`src/rtl/pcu_pkg.sv`:
```
package pcu_pkg;
  localparam int NIB_W  = 4;
  localparam int PC_NIB = 3;
  localparam int PC_W   = NIB_W * PC_NIB;

  typedef enum logic [2:0] {
    OP_IDLE = 3'd0,
    OP_STEP = 3'd1,
    OP_JUMP = 3'd2,
    OP_CALL = 3'd3,
    OP_RET  = 3'd4
  } pcu_op_e;
endpackage

```
`src/rtl/pcu_write_decode.sv`:
```
module pcu_write_decode
  import pcu_pkg::*;
#(
  parameter int ADDR_W = 8,
  parameter logic [ADDR_W-1:0] HI_ADDR   = 8'h0D,
  parameter logic [ADDR_W-1:0] MID_ADDR  = 8'h0E,
  parameter logic [ADDR_W-1:0] LO_ADDR   = 8'h0F,
  parameter logic [ADDR_W-1:0] CALL_ADDR = 8'h0C
) (
  input  logic                clk,
  input  logic                rst_n,
  input  logic                wr_en,
  input  logic [ADDR_W-1:0]   wr_addr,
  input  logic [NIB_W-1:0]    wr_data,
  input  logic                wr_branch_ok,
  input  logic                imm_pc_en,
  input  logic [2*NIB_W-1:0]  imm_pc_data,
  input  logic                step,
  input  logic                ret_en,
  output pcu_op_e             op,
  output logic [PC_W-1:0]     target
);
  logic [NIB_W-1:0] stage_hi;
  logic [NIB_W-1:0] stage_mid;
  logic             qual_wr;
  logic             hit_lo;
  logic             hit_call;

  assign qual_wr  = wr_en && wr_branch_ok;
  assign hit_lo   = qual_wr && (wr_addr == LO_ADDR);
  assign hit_call = qual_wr && (wr_addr == CALL_ADDR);
  assign target   = {stage_hi, stage_mid, wr_data};

  always_comb begin
    op = OP_IDLE;
    if (ret_en)        op = OP_RET;
    else if (hit_lo)   op = OP_JUMP;
    else if (hit_call) op = OP_CALL;
    else if (step)     op = OP_STEP;
  end

  always_ff @(posedge clk or negedge rst_n) begin
    if (!rst_n) begin
      stage_hi  <= '0;
      stage_mid <= '0;
    end else begin
      if (wr_en && wr_addr == HI_ADDR)  stage_hi  <= wr_data;
      if (wr_en && wr_addr == MID_ADDR) stage_mid <= wr_data;
      if (imm_pc_en) begin
        stage_hi  <= imm_pc_data[2*NIB_W-1:NIB_W];
        stage_mid <= imm_pc_data[NIB_W-1:0];
      end
    end
  end


  imm_stage_chk: assert property (@(posedge clk) disable iff (!rst_n)
    imm_pc_en |=> (stage_hi == $past(imm_pc_data[2*NIB_W-1:NIB_W]) &&
                   stage_mid == $past(imm_pc_data[NIB_W-1:0])));


  ret_wins_chk: assert property (@(posedge clk) disable iff (!rst_n)
    ret_en |-> (op == OP_RET));
endmodule

```
`src/rtl/pcu_ret_stack.sv`:
```
module pcu_ret_stack
  import pcu_pkg::*;
#(
  parameter int DEPTH = 8,
  localparam int SP_W   = $clog2(DEPTH + 1),
  localparam int SLOTS  = DEPTH * PC_NIB,
  localparam int SLOT_W = $clog2(SLOTS)
) (
  input  logic             clk,
  input  logic             rst_n,
  input  logic             push,
  input  logic [PC_W-1:0]  push_addr,
  input  logic             pop,
  output logic [PC_W-1:0]  pop_addr,
  output logic             empty,
  output logic [SP_W-1:0]  level,
  output logic             err
);
  logic [NIB_W-1:0]  mem [SLOTS];
  logic [SP_W-1:0]   sp;
  logic              full;
  logic [SLOT_W-1:0] wbase;
  logic [SLOT_W-1:0] rbase;

  assign full  = (sp == SP_W'(DEPTH));
  assign empty = (sp == '0);
  assign level = sp;
  assign wbase = SLOT_W'(sp) * SLOT_W'(PC_NIB);
  assign rbase = empty ? '0 : SLOT_W'(sp - 1'b1) * SLOT_W'(PC_NIB);

  // low nibble at base, middle at base+1, high at base+2
  always_ff @(posedge clk) begin
    if (push && !full) begin
      for (int k = 0; k < PC_NIB; k++)
        mem[wbase + SLOT_W'(k)] <= push_addr[k*NIB_W +: NIB_W];
    end
  end

  for (genvar g = 0; g < PC_NIB; g++) begin : g_rd
    assign pop_addr[g*NIB_W +: NIB_W] = mem[rbase + SLOT_W'(g)];
  end

  always_ff @(posedge clk or negedge rst_n) begin
    if (!rst_n) begin
      sp  <= '0;
      err <= 1'b0;
    end else begin
      if (push && !full)  sp <= sp + 1'b1;
      if (pop && !empty)  sp <= sp - 1'b1;
      if ((push && full) || (pop && empty)) err <= 1'b1;
    end
  end


  push_grows_chk: assert property (@(posedge clk) disable iff (!rst_n)
    (push && !full) |=> (level == $past(level) + 1'b1));

  pop_shrinks_chk: assert property (@(posedge clk) disable iff (!rst_n)
    (pop && !empty) |=> (level == $past(level) - 1'b1));

  overflow_hold_chk: assert property (@(posedge clk) disable iff (!rst_n)
    (push && full) |=> (level == $past(level) && err));

  underflow_hold_chk: assert property (@(posedge clk) disable iff (!rst_n)
    (pop && empty) |=> (level == '0 && err));

  err_sticky_chk: assert property (@(posedge clk) disable iff (!rst_n)
    err |=> err);

  level_bound_chk: assert property (@(posedge clk) disable iff (!rst_n)
    level <= SP_W'(DEPTH));
endmodule

```
`src/rtl/pcu_pc_seq.sv`:
```
module pcu_pc_seq
  import pcu_pkg::*;
(
  input  logic             clk,
  input  logic             rst_n,
  input  pcu_op_e          op,
  input  logic             step,
  input  logic [PC_W-1:0]  target,
  input  logic [PC_W-1:0]  pop_addr,
  input  logic             stack_empty,
  input  logic [NIB_W-1:0] ret_imm,
  output logic [PC_W-1:0]  pc,
  output logic [PC_W-1:0]  next_seq,
  output logic             r0_we,
  output logic [NIB_W-1:0] r0_wdata
);
  assign next_seq = pc + 1'b1;

  always_ff @(posedge clk or negedge rst_n) begin
    if (!rst_n) begin
      pc       <= '0;
      r0_we    <= 1'b0;
      r0_wdata <= '0;
    end else begin
      r0_we <= (op == OP_RET);
      if (op == OP_RET) r0_wdata <= ret_imm;
      unique case (op)
        OP_JUMP, OP_CALL: pc <= target;
        OP_STEP:          pc <= next_seq;
        OP_RET: begin
          if (!stack_empty) pc <= pop_addr;
          else if (step)    pc <= next_seq;
        end
        default: ;
      endcase
    end
  end


  step_adv_chk: assert property (@(posedge clk) disable iff (!rst_n)
    (op == OP_STEP) |=> (pc == $past(pc) + 1'b1));

  jump_lands_chk: assert property (@(posedge clk) disable iff (!rst_n)
    (op == OP_JUMP) |=> (pc == $past(target)));

  call_lands_chk: assert property (@(posedge clk) disable iff (!rst_n)
    (op == OP_CALL) |=> (pc == $past(target)));

  r0_load_chk: assert property (@(posedge clk) disable iff (!rst_n)
    (op == OP_RET) |=> (r0_we && r0_wdata == $past(ret_imm)));

  r0_pulse_chk: assert property (@(posedge clk) disable iff (!rst_n)
    (op != OP_RET) |=> !r0_we);

  empty_ret_chk: assert property (@(posedge clk) disable iff (!rst_n)
    (op == OP_RET && stack_empty && !step) |=> $stable(pc));
endmodule

```
`src/rtl/pc_branch_unit.sv`:
```
module pc_branch_unit
  import pcu_pkg::*;
#(
  parameter int ADDR_W = 8,
  parameter int DEPTH  = 8,
  parameter logic [ADDR_W-1:0] HI_ADDR   = 8'h0D,
  parameter logic [ADDR_W-1:0] MID_ADDR  = 8'h0E,
  parameter logic [ADDR_W-1:0] LO_ADDR   = 8'h0F,
  parameter logic [ADDR_W-1:0] CALL_ADDR = 8'h0C,
  localparam int SP_W = $clog2(DEPTH + 1)
) (
  input  logic              clk,
  input  logic              rst_n,
  input  logic              wr_en,
  input  logic [ADDR_W-1:0] wr_addr,
  input  logic [3:0]        wr_data,
  input  logic              wr_branch_ok,
  input  logic              imm_pc_en,
  input  logic [7:0]        imm_pc_data,
  input  logic              step,
  input  logic              ret_en,
  input  logic [3:0]        ret_imm,
  output logic [11:0]       pc,
  output logic              r0_we,
  output logic [3:0]        r0_wdata,
  output logic [SP_W-1:0]   stack_level,
  output logic              stack_err
);
  pcu_op_e         op;
  logic [PC_W-1:0] target;
  logic [PC_W-1:0] pop_addr;
  logic [PC_W-1:0] next_seq;
  logic            stack_empty;

  pcu_write_decode #(
    .ADDR_W(ADDR_W), .HI_ADDR(HI_ADDR), .MID_ADDR(MID_ADDR),
    .LO_ADDR(LO_ADDR), .CALL_ADDR(CALL_ADDR)
  ) u_dec (
    .clk(clk), .rst_n(rst_n), .wr_en(wr_en), .wr_addr(wr_addr),
    .wr_data(wr_data), .wr_branch_ok(wr_branch_ok), .imm_pc_en(imm_pc_en),
    .imm_pc_data(imm_pc_data), .step(step), .ret_en(ret_en),
    .op(op), .target(target)
  );

  pcu_ret_stack #(.DEPTH(DEPTH)) u_stk (
    .clk(clk), .rst_n(rst_n), .push(op == OP_CALL), .push_addr(next_seq),
    .pop(op == OP_RET), .pop_addr(pop_addr), .empty(stack_empty),
    .level(stack_level), .err(stack_err)
  );

  pcu_pc_seq u_seq (
    .clk(clk), .rst_n(rst_n), .op(op), .step(step), .target(target),
    .pop_addr(pop_addr), .stack_empty(stack_empty), .ret_imm(ret_imm),
    .pc(pc), .next_seq(next_seq), .r0_we(r0_we), .r0_wdata(r0_wdata)
  );
endmodule

```
`config.mk`:
```
export PLATFORM = sky130hd
export DESIGN_NAME = pc_branch_unit
export DESIGN_NICKNAME = d
export VERILOG_FILES = /design/src/rtl/pcu_pkg.sv /design/src/rtl/pcu_write_decode.sv /design/src/rtl/pcu_ret_stack.sv /design/src/rtl/pcu_pc_seq.sv /design/src/rtl/pc_branch_unit.sv
export SDC_FILE = /design/constraint.sdc
export NUM_CORES = 1
export LEC_CHECK = 0
export ABC_AREA = 1
export BUFFER_PORTS_ARGS = -buffer_cell sky130_fd_sc_hd__buf_2
export CAP_MARGIN = 20
export CORE_MARGIN = 1
export CORE_UTILIZATION = 45
export DETAILED_ROUTE_END_ITERATION = 8
export SLEW_MARGIN = 20
export SYNTH_ARGS = -nofsm -noshare
export SYNTH_HDL_FRONTEND = slang
export SYNTH_SLANG_ARGS = --single-unit
```
`constraint.sdc`:
```
create_clock -name clk -period 3.95 [get_ports clk]
set_clock_uncertainty 0.15 [all_clocks]
set_input_delay 0.9875 -clock clk [delete_from_list [all_inputs] [get_ports clk]]
set_output_delay 0.9875 -clock clk [all_outputs]
set_load 0.005 [all_outputs]
```
== Yosys cells after proc, flatten, opt, wreduce, memory -nomap -nowiden ==
Memory sizes are Yosys's and may differ from the RTL's.
Cells that the tools add are included.
Cells by class
  add/subtract/negate cells: 8
  mux-type cells: 16
  reduce and logical (&&, ||, !) cells: 19
  multipliers: 2
  eq/ne operators: 10
Operators by type and width (number)
  12-bit one-hot mux with 3 select lines: 1
  8-bit by 4-bit equality test with 1-bit output (second input constant): 4
  12-bit two-way mux: 2
  4-bit two-way mux: 6
  12-bit by 1-bit adder with 12-bit output (second input constant): 1
  5-bit by 1-bit adder with 5-bit output (second input constant): 2
  5-bit by 2-bit adder with 5-bit output (second input constant): 2
  1-bit logical AND: 9
  3-bit two-way mux: 3
  3-bit by 2-bit equality test with 1-bit output (second input constant): 2
  2-bit nonzero test: 3
  4-bit by 2-bit multiplier with 5-bit output (second input constant): 1
  5-bit by 2-bit multiplier with 5-bit output (second input constant): 1
  5-bit two-way mux: 1
  4-bit by 1-bit subtractor with 5-bit output (second input constant): 1
  4-bit by 1-bit adder with 4-bit output (second input constant): 1
  4-bit equality test (second input constant): 1
  4-bit logical NOT: 1
  4-bit by 1-bit subtractor with 4-bit output (second input constant): 1
  3-bit by 1-bit equality test with 1-bit output (second input constant): 1
  3-bit equality test (second input constant): 1
  1-bit two-way mux: 3
  3-bit != test (second input constant): 1
  3-bit nonzero test: 1
  4 further kinds: 5
Word-level totals
  input port bits: 31
  logic and storage cells: 63
  bits in registers: 30
  memories: 1
  memory bits (writable): 96
Memory list
  u_stk.mem: words 24, bits a word 4, read ports 3, clocked after Yosys merged registers in 0, wr ports 3, RTL line pcu_ret_stack.sv:19  | logic [NIB_W-1:0] mem [SLOTS];

== Logic depth before layout (Yosys ltp) ==
Gate-level depths: netlist of run 1.
  depth after elaboration: 9
  gate-level depth with buffers: 25
  depth with buffers taken out: 21

== Cells and area by module ==
From an unflattened synthesis of run 1, not the netlist that was laid out.
Second synthesis, totals
  cell total of the unflattened synthesis: 1758
  area total of the unflattened synthesis: 11339.6 um2
By module, submodules not included
  pcu_ret_stack: cells each 1448, area an instance 9357.7 um2, times used 1, sequential area each 3007.9 um2
  pcu_pc_seq: cells each 218, area an instance 1356.3 um2, times used 1, sequential area each 425.4 um2
  pcu_write_decode: cells each 87, area an instance 606.8 um2, times used 1, sequential area each 200.2 um2
  pc_branch_unit: cells each 5, area an instance 18.8 um2, times used 1, sequential area each 0.0 um2

== Least setup slack after synthesis of run 1 ==
OpenSTA, ideal clock, no wires.
  kind: register -> register
  from: register u_stk.sp[0], in the netlist u_stk.level[0]
  to: register u_seq.pc[10]
  buffers on the path: 5
  arrival: 3.973 ns
  path slack: -0.239 ns
  period minus slack after synthesis: 4.189 ns
  cell stages (with the launch flop): 24
  cell sequence: dfrtp_1 clkbuf_2 inv_2 buf_2 buf_1 ha_1 xor2_1 inv_1 fa_1 inv_1 nand2_2 inv_1 buf_2 ha_1 inv_1 clkbuf_1 nand3_1 nand3_1 nand2_1 nand3_1 nand3_1 nand2_1 nand2_1 nand2_1
On the way
  longest elaborated chain between the ends: 7
Ends and longest elaborated chain
  start, declared: RTL line pcu_ret_stack.sv:20  | logic [SP_W-1:0] sp;
  start signal, assigned: RTL line pcu_ret_stack.sv:48  | if (push && !full) sp <= sp + 1'b1;
  start signal, assigned: RTL line pcu_ret_stack.sv:49  | if (pop && !empty) sp <= sp - 1'b1;
  4-bit by 1-bit subtractor with 5-bit output: RTL line pcu_ret_stack.sv:29  | assign rbase = empty ? '0 : SLOT_W'(sp - 1'b1) * SLOT_W'(PC_NIB);
  5-bit by 2-bit multiplier with 5-bit output: RTL line pcu_ret_stack.sv:29
  5-bit two-way mux: RTL line pcu_ret_stack.sv:29
  5-bit by 2-bit adder with 5-bit output: RTL line pcu_ret_stack.sv:40  | assign pop_addr[g*NIB_W +: NIB_W] = mem[rbase + SLOT_W'(g)];
  memory read 24 x 4 bit
  12-bit two-way mux: RTL line pcu_pc_seq.sv:31  | if (!stack_empty) pc <= pop_addr;
  12-bit one-hot mux with 3 select lines: RTL line pcu_pc_seq.sv:27  | unique case (op)
  end signal, assigned: RTL line pcu_pc_seq.sv:28  | OP_JUMP, OP_CALL: pc <= target;
  end signal, assigned: RTL line pcu_pc_seq.sv:31
  end signal, assigned: RTL line pcu_pc_seq.sv:32  | else if (step) pc <= next_seq;
  end, declared: RTL line pcu_pc_seq.sv:12  | output logic [PC_W-1:0] pc,
Parallel ways exist; a longest one is shown, timed or not.
A chain may end at the register's enable or synchronous reset.

==> reports/summary.json, run 1 <==
{
  "run_status": "finished clean",
  "routed-via-count": 12250,
  "count_of_flip_flops_with_a_built_in_enable_after_synthesis": 96,
  "timing.critical_path.from_type": "flop",
  "grt_antenna_before_repair": 0,
  "critical-path-top-cell-by-count": "sky130_fd_sc_hd__nand2_1",
  "synth.yosys.seq_area_share": 0.322,
  "mean_instance_size_in_the_synthesized_netlist_um2": 6.35,
  "setup-tns-final_ns": 0,
  "fillerInstances": 2559,
  "crit_arrival_ns": 3.73,
  "synth_ff_type": "sky130_fd_sc_hd__edfxtp_1",
  "synth_top_area_cell": "sky130_fd_sc_hd__edfxtp_1",
  "die_h_um": 160,
  "clkLatencyLatePin_ns": 0.43,
  "synth_cell_type_count": 43,
  "numCtsBuffers": 17,
  "setup_failing_eps_final": 0,
  "proportion_of_netlist_area_held_by_the_largest_area_contributor": 0.255,
  "antenna-diode-count": 0,
  "holdPathStages": 2,
  "syn-num-nets": 1831,
  "vias_in_the_first_global_route": 10851,
  "fp.dieW_um": 160,
  "fin_crit_ns": 3.81,
  "final-max-slew-violation-count": 0,
  "timing.slew.headroom": 0.348,
  "post-dp-hpwl_mm": 31.2,
  "io_pins": 53,
  "grt_remaining_overflow": 0,
  "critPathKind": "reg -> reg",
  "ys_ff_latch": 126,
  "gp_congestion": 1.02,
  "worstHoldPathType": "reg -> reg",
  "start_util": 0.461,
  "timing.rr.start": "u_stk.level[0]$_DFFE_PN0P_",
  "post_synth_and_or_nand_nor_area_fraction": 0.456,
  "routed_wl_mm": 41.8,
  "synth_compound_gate_area_share": 0.0846,
  "globalRouteTotalUtil": 0.330,
  "yosys-mux-area-fraction": 0,
  "nets": 1850,
  "crit_fanout": 8,
  "clkSlewWorstSetupHoldPaths_ns": 0.07,
  "std_cell_rows": 57,
  "crit_start": "u_stk.level[0]$_DFFE_PN0P_",
  "routed_wire_length_per_instance_um": 19.6,
  "achievable-frequency_mhz": 263,
  "post_synth_fa_ha_maj_area_fraction": 0.0286,
  "port_buffers": 52,
  "synth_area_leaders": "sky130_fd_sc_hd__edfxtp_1 (26%), sky130_fd_sc_hd__nand2_1 (22%), sky130_fd_sc_hd__nand3_1 (16%)",
  "layout-drive-gt1-share": 0.104,
  "worst_hold_launch": "u_seq.r0_wdata[2]$_DFFE_PN0P_",
  "grt_setup_unrepaired": "no",
  "reg2reg_depth": 9,
  "synth_top_family_by_area": "simple AND/OR/NAND/NOR gates",
  "cp_cell_sequence": "ha_1 > fa_1 > inv_2 > nor3_2 > xnor2_1 > nand2_1 > nor2_4 > nand2_1 > o211ai_1",
  "worst-slew-pin-transition_ns": 0.969,
  "count_of_cell_instances_traversed_by_the_critical_path": 9,
  "ctsLongestPathBuffers": 2,
  "grt_start_max_net_pins": 83,
  "cap_viol_max_count": 0,
  "die_area_um2": 25700,
  "syn-instance-count": 1776,
  "synthTopCellsByCount": "sky130_fd_sc_hd__nand2_1 (648), sky130_fd_sc_hd__nand3_1 (362), sky130_fd_sc_hd__inv_1 (135)",
  "tritoncts": "yes",
  "worst_path_dominant_cell_family": "simple AND/OR/NAND/NOR gates",
  "dpl_worst_slack_ns": 0.262,
  "detail_route.iter0.violations": 1536,
  "layout_worst_path_cycle_share": 0.964,
  "drtPass1Iterations": 6,
  "timing.critical_path.to_type": "flop",
  "crit_buf_inv": 1,
  "ys.warnings.count": 0,
  "synth.most_common_cell": "sky130_fd_sc_hd__nand2_1",
  "layout-area-overhead-vs-synth_pct": 9.93,
  "post_synth_design_cell_area_um2": 11300,
  "htree_levels": 4,
  "drt-vias-per-instance": 5.75,
  "layout_setup_ws_ns": 0.144,
  "clkSinkCount": 126,
  "grt_pass1_wl_mm": 64.1,
  "timing.critical_path.slowest_stage_cell": "sky130_fd_sc_hd__fa_1",
  "timing.critical_path.slowest_cell_delay_ns": 0.77,
  "core_area_um2": 24500,
  "hold_viol_final": 0,
  "post_synth_xor_xnor_area": 0.0151,
  "ctsRootBufferMaster": "sky130_fd_sc_hd__clkbuf_16",
  "ant_nets": 0,
  "cts-hold-fix-buffers": 0,
  "async_set_or_reset_flop_fraction_in_the_synthesized_netlist": 0.238,
  "worstPathRequired_ns": 3.87,
  "drcViolationCount": 0
}
[layer usage]
metal | vias to the layer above | GRT usage | routed length (um)
li1 | 5887 | - | -
met1 | 5582 | 0.481 | 18000
met2 | 676 | 0.485 | 17700
met3 | 105 | 0.0532 | 4700
met4 | 0 | 0.129 | 1420
met5 | - | 0 | 0
[area by class of cell]
class,count,area (um^2),share of cell area
tap,324,405,0.0327
clock buffer,18,429,0.0346
clock inverter,14,133,0.0107
timing repair buffer,93,581,0.0468
inverter,159,603,0.0486
multi-input combinational,1398,6620,0.534
sequential,126,3630,0.293
[worst min-delay path, stage by stage (launching register included)]
cell and delay (ns):
sky130_fd_sc_hd__dfrtp_1 0.34, sky130_fd_sc_hd__nand2_1 0.05, sky130_fd_sc_hd__nand2_1 0.05
[worst paths after layout]
check	end	slack (ns)
setup / recovery	u_stk.mem[14][0]$_DFFE_PP_	0.14
hold / removal	u_seq.r0_wdata[2]$_DFFE_PN0P_	0.32
min in group asynchronous	u_dec.stage_hi[2]$_DFFE_PN0P_	0.49
setup reg to reg	u_stk.mem[14][0]$_DFFE_PP_	0.14
max in group asynchronous	u_seq.r0_wdata[3]$_DFFE_PN0P_	2.65
hold reg to reg	u_seq.r0_wdata[2]$_DFFE_PN0P_	0.32
[repair_timing]
action | in CTS | in global routing
setup endpoints to repair | 0 | 4
setup buffers | 0 | 0
resized for setup | 0 | 1
[cells by family (layout without fill, tap and decap cells)]
family / after synthesis / in the layout
simple gates: 1188 / 1188
buf+inv: 252 / 284
compound gates: 170 / 170
flops: 126 / 126
fa+ha+maj: 24 / 24
xor+xnor: 16 / 16
[layout by cell type, fill, tap and decap left out, drive strengths merged, types with 3 or more instances in the layout]
cell,instances
nand3,365
clkinv,11
clkbuf,18
o211ai,30
ha,21
xor2,13
nor3,4
fa,3
o21ai,76
xnor2,3
a21oi,51
buf,93
nand4,12
nand3b,13
inv,160
nor2,123
a31oi,8
nand2,668
edfxtp,96
dfrtp,30
[stage by stage]
step | cells | area [um^2] | hold slack, ns | util
5_1_grt | 2132 | 12400 | 0.349 | 0.507
2_1_floorplan | 1776 | 11300 | 0.315 | -
3_5_place_dp | 2100 | 11800 | 0.304 | 0.484
4_1_cts | 2132 | 12400 | 0.321 | 0.507
3_3_place_gp | 2100 | 11800 | 0.299 | 0.484
6_report | 2132 | 12400 | 0.320 | 0.507
[flip-flops by register name (all words and copies together) (netlist names)]
register         cells
u_dec.stage_hi       4
u_seq.r0_we          1
u_seq.r0_wdata       4
u_stk.mem           96
u_stk.err            1
u_dec.stage_mid      4
u_seq.pc            12
u_stk.level          4
Power of run 1 is left out: the tool's default activity adds up to more than one toggle a clock period on the data nets, which glitch-free logic cannot reach.
==> inputs of run 2 (changes only) <==
--- a/config.mk
+++ b/config.mk
@@ -5,7 +5,6 @@
 export SDC_FILE = /design/constraint.sdc
 export NUM_CORES = 1
 export LEC_CHECK = 0
-export ABC_AREA = 1
 export BUFFER_PORTS_ARGS = -buffer_cell sky130_fd_sc_hd__buf_2
 export CAP_MARGIN = 20
 export CORE_MARGIN = 1
==> constraint.sdc (replaced) <==
create_clock -name clk -period 3.9 [get_ports clk]
set_clock_uncertainty 0.15 [all_clocks]
set_input_delay 0.975 -clock clk [delete_from_list [all_inputs] [get_ports clk]]
set_output_delay 0.975 -clock clk [all_outputs]
set_load 0.005 [all_outputs]
==> reports/summary.json, run 2 <==
{
  "run_status": {"value": "finished clean", "change": "unchanged"},
  "nets": {"value": 1377, "change": "was 1,850"},
  "tritoncts": {"value": "yes", "change": "unchanged"},
  "grt_remaining_overflow": {"value": 0, "change": "unchanged"},
  "finish.cell_count_without_fillers": {"value": 1659, "change": "was 2,132"},
  "ctsRootBufferMaster": {"value": "sky130_fd_sc_hd__clkbuf_16", "change": "unchanged"},
  "synth.yosys.seq_area_share": {"value": 0.328, "change": "was 0.322"},
  "routed_wl": {"value": 45.7, "unit": "mm", "change": "was 41.8 mm"},
  "fin_crit": {"value": 3.71, "unit": "ns", "change": "was 3.81 ns"},
  "clkSlewWorstSetupHoldPaths": {"value": 0.07, "unit": "ns", "change": "about the same"},
  "largest_reg_by_ff_count": {"value": "u_stk.mem", "change": "unchanged"},
  "antenna-diode-count": {"value": 0, "change": "unchanged"},
  "worst-slew-pin-transition": {"value": 1.14, "unit": "ns", "change": "was 0.969 ns"},
  "synth_cell_type_count": {"value": 88, "change": "was 43"},
  "detail_route.iter0.violations": {"value": 1401, "change": "was 1,536"},
  "proportion_of_netlist_area_held_by_the_largest_area_contributor": {"value": 0.260, "change": "was 0.255"},
  "globalRouteTotalUtil": {"value": 0.365, "change": "was 0.330"},
  "crit_buf_inv": {"value": 3, "change": "was 1"},
  "timing.critical_path.slowest_stage_cell": {"value": "sky130_fd_sc_hd__mux2i_1", "change": "was sky130_fd_sc_hd__fa_1"},
  "critPathKind": {"value": "reg -> reg", "change": "unchanged"},
  "synth.most_common_cell": {"value": "sky130_fd_sc_hd__nand2_1", "change": "unchanged"},
  "timing.critical_path.from_type": {"value": "flop", "change": "unchanged"},
  "synth_ff_type": {"value": "sky130_fd_sc_hd__edfxtp_1", "change": "unchanged"},
  "dpl_worst_slack": {"value": 0.175, "unit": "ns", "change": "was 0.262 ns"},
  "crit_arrival": {"value": 3.87, "unit": "ns", "change": "was 3.73 ns"},
  "start_util": {"value": 0.457, "change": "was 0.461"},
  "gp_congestion": {"value": 0.973, "change": "was 1.02"},
  "ys_ff_latch": {"value": 126, "change": "unchanged"},
  "grt_pass1_wl": {"value": 68.2, "unit": "mm", "change": "was 64.1 mm"},
  "worstPathRequired": {"value": 4.06, "unit": "ns", "change": "was 3.87 ns"},
  "vias_in_the_first_global_route": {"value": 10275, "change": "was 10,851"},
  "clkLatencyLatePin": {"value": 0.44, "unit": "ns", "change": "was 0.43 ns"},
  "layout_setup_ws": {"value": 0.187, "unit": "ns", "change": "was 0.144 ns"},
  "top_regs": {"value": "u_stk.mem (96), u_seq.pc (12)", "change": "unchanged"},
  "timing.critical_path.slowest_cell_delay": {"value": 0.51, "unit": "ns", "change": "was 0.77 ns"},
  "post-dp-hpwl": {"value": 33.4, "unit": "mm", "change": "was 31.2 mm"},
  "cp_cell_sequence": {"value": "inv_1 > buf_4 > ha_1 > nand2_1 > nand2_1 > xnor2_1 > ha_1 > xor2_1 > nor2_1 > xnor2_2 > buf_4 > mux2i_1 > a21oi_1 > nand4_1 > nand3_1", "change": "was ha_1 > fa_1 > inv_2 > nor3_2 > xnor2_1 > nand2_1 > nor2_4 > nand2_1 > o211ai_1"},
  "drtPass1Iterations": {"value": 6, "change": "unchanged"},
  "final-max-slew-violation-count": {"value": 0, "change": "unchanged"},
  "clkSinkCount": {"value": 126, "change": "unchanged"},
  "grt_start_max_net_pins": {"value": 110, "change": "was 83"},
  "count_of_flip_flops_with_a_built_in_enable_after_synthesis": {"value": 96, "change": "unchanged"},
  "numCtsBuffers": {"value": 17, "change": "unchanged"},
  "place.detailed.instances": {"value": 1626, "change": "was 2,100"},
  "achievable-frequency": {"value": 269, "unit": "MHz", "change": "was 263 MHz"},
  "cap_viol_max_count": {"value": 0, "change": "unchanged"},
  "drcViolationCount": {"value": 0, "change": "unchanged"},
  "post_synth_design_cell_area": {"value": 11100, "unit": "um^2", "change": "was 11,300 um^2"},
  "mean_instance_size_in_the_synthesized_netlist": {"value": 8.82, "unit": "um^2", "change": "was 6.35 um^2"},
  "drt-vias-per-instance": {"value": 6.59, "change": "was 5.75"},
  "die_area": {"value": 25300, "unit": "um^2", "change": "was 25,700 um^2"},
  "timing.slew.headroom": {"value": 0.239, "change": "was 0.348"},
  "worst_path_dominant_cell_family": {"value": "XOR/XNOR gates", "change": "was simple AND/OR/NAND/NOR gates"},
  "grt_antenna_before_repair": {"value": 0, "change": "unchanged"},
  "hold_viol_final": {"value": 0, "change": "unchanged"},
  "final_common_cell": {"value": "sky130_fd_sc_hd__nand2_1", "change": "unchanged"},
  "worstHoldPathType": {"value": "reg -> reg", "change": "unchanged"},
  "ant_nets": {"value": 0, "change": "unchanged"},
  "synth_top_area_cell": {"value": "sky130_fd_sc_hd__edfxtp_1", "change": "unchanged"},
  "layout_worst_path_cycle_share": {"value": 0.952, "change": "was 0.964"},
  "core_area": {"value": 24200, "unit": "um^2", "change": "was 24,500 um^2"},
  "mostFrequentLayoutCells": {"value": "sky130_fd_sc_hd__nand2_1 (176), sky130_fd_sc_hd__mux2i_1 (120), sky130_fd_sc_hd__o21ai_0 (105)", "change": "was sky130_fd_sc_hd__nand2_1 (647), sky130_fd_sc_hd__nand3_1 (362), sky130_fd_sc_hd__inv_1 (135)"},
  "layout-area-overhead-vs-synth": {"value": 15.3, "unit": "%", "change": "was 9.93%"},
  "std_cell_rows": {"value": 57, "change": "unchanged"},
  "die_h": {"value": 159, "unit": "um", "change": "was 160 um"},
  "async_set_or_reset_flop_fraction_in_the_synthesized_netlist": {"value": 0.238, "change": "unchanged"},
  "htree_levels": {"value": 4, "change": "unchanged"},
  "synth_area_leaders": {"value": "sky130_fd_sc_hd__edfxtp_1 (26%), sky130_fd_sc_hd__mux2i_1 (11%), sky130_fd_sc_hd__dfrtp_1 (6.8%)", "change": "was sky130_fd_sc_hd__edfxtp_1 (26%), sky130_fd_sc_hd__nand2_1 (22%), sky130_fd_sc_hd__nand3_1 (16%)"},
  "layout-drive-gt1-share": {"value": 0.195, "change": "was 0.104"},
  "crit_fanout": {"value": 11, "change": "was 8"},
  "ys.warnings.count": {"value": 0, "change": "unchanged"},
  "routed-via-count": {"value": 10928, "change": "was 12,250"},
  "largest_register_ffs": {"value": 96, "change": "unchanged"},
  "synthTopCellsByCount": {"value": "sky130_fd_sc_hd__nand2_1 (177), sky130_fd_sc_hd__mux2i_1 (120), sky130_fd_sc_hd__o21ai_0 (106)", "change": "was sky130_fd_sc_hd__nand2_1 (648), sky130_fd_sc_hd__nand3_1 (362), sky130_fd_sc_hd__inv_1 (135)"},
  "timing.critical_path.to_type": {"value": "flop", "change": "unchanged"},
  "fp.dieW": {"value": 159, "unit": "um", "change": "was 160 um"},
  "syn-num-nets": {"value": 1313, "change": "was 1,831"},
  "routed_wire_length_per_instance": {"value": 27.6, "unit": "um", "change": "was 19.6 um"},
  "port_buffers": {"value": 52, "change": "unchanged"},
  "grt_setup_unrepaired": {"value": "yes", "change": "was no"},
  "io_pins": {"value": 53, "change": "unchanged"},
  "syn-instance-count": {"value": 1258, "change": "was 1,776"},
  "setup_failing_eps_final": {"value": 0, "change": "unchanged"},
  "hold_slack": {"value": 0.342, "unit": "ns", "change": "was 0.320 ns"},
  "ctsLongestPathBuffers": {"value": 2, "change": "unchanged"}
}
run 2: through the flow:
stage	area, um^2	TNS, ns	util
global route	12800	0	0.527
CTS	12800	0	0.526
finish	12800	0	0.527
global placement	12100	0	0.501
detailed placement	12100	0	0.501
floorplan	11100	-0.00425	-
run 2: final cells by class:
cell class                      instances  area (um^2)
Tap cell                              324          405
Timing Repair Buffer                  147         1010
Clock buffer                           17          425
Clock inverter                         15          176
Multi-Input combinational cell       1010         7060
Sequential cell                       126         3640
Inverter                               20         76.3
Fill cell                            2289        11500
run 2: worst paths after layout:
path                                         endpoint  depth (start not counted)                       start  slack [ns]
max in group asynchronous  u_stk.level[0]$_DFFE_PN0P_                          1                       rst_n        2.56
max reg2reg                   u_seq.pc[9]$_DFFE_PN0P_                         15  u_stk.level[1]$_DFFE_PN0P_        0.19
min in group asynchronous     u_seq.pc[1]$_DFFE_PN0P_                          1                       rst_n        0.46
min                             u_stk.err$_DFFE_PN0P_                          2       u_stk.err$_DFFE_PN0P_        0.34
max                           u_seq.pc[9]$_DFFE_PN0P_                         15  u_stk.level[1]$_DFFE_PN0P_        0.19
min reg2reg                     u_stk.err$_DFFE_PN0P_                          2       u_stk.err$_DFFE_PN0P_        0.34
run 2: cells by family after synthesis:
kind of cell / count (synthesis) / share of synthesized area
AO/OA/AOI/OAI: 379 / 0.233
XOR/XNOR: 36 / 0.0372
multiplexers: 155 / 0.149
buffers and inverters: 122 / 0.0456
flip-flops: 126 / 0.328
AND/OR/NAND/NOR: 416 / 0.179
adder cells (fa/ha/maj): 24 / 0.0291
run 2: what timing repair did:
action / 4_1_cts / 5_1_grt
gates resized for setup: 0 / 3
hold buffers: 0 / 0
buffers inserted: 0 / 0
setup endpoints to repair: 0 / 4
endpoints found under the hold margin: 0 / 0
run 2: layer usage:
layer | track usage | vias up | part of all wire
li1 | - | 4906 | -
met1 | 0.516 | 5231 | 0.42
met2 | 0.544 | 677 | 0.43
met3 | 0.0836 | 114 | 0.11
met4 | 0.136 | 0 | 0.039
met5 | 0 | - | 0
run 2: tightest hold or removal path: cells and delay by family, from the launching register on:
family / cells / cell delay, ns
flops: 1 / 0.35
compound gates: 2 / 0.11
Power of run 2 is left out for the same reason.
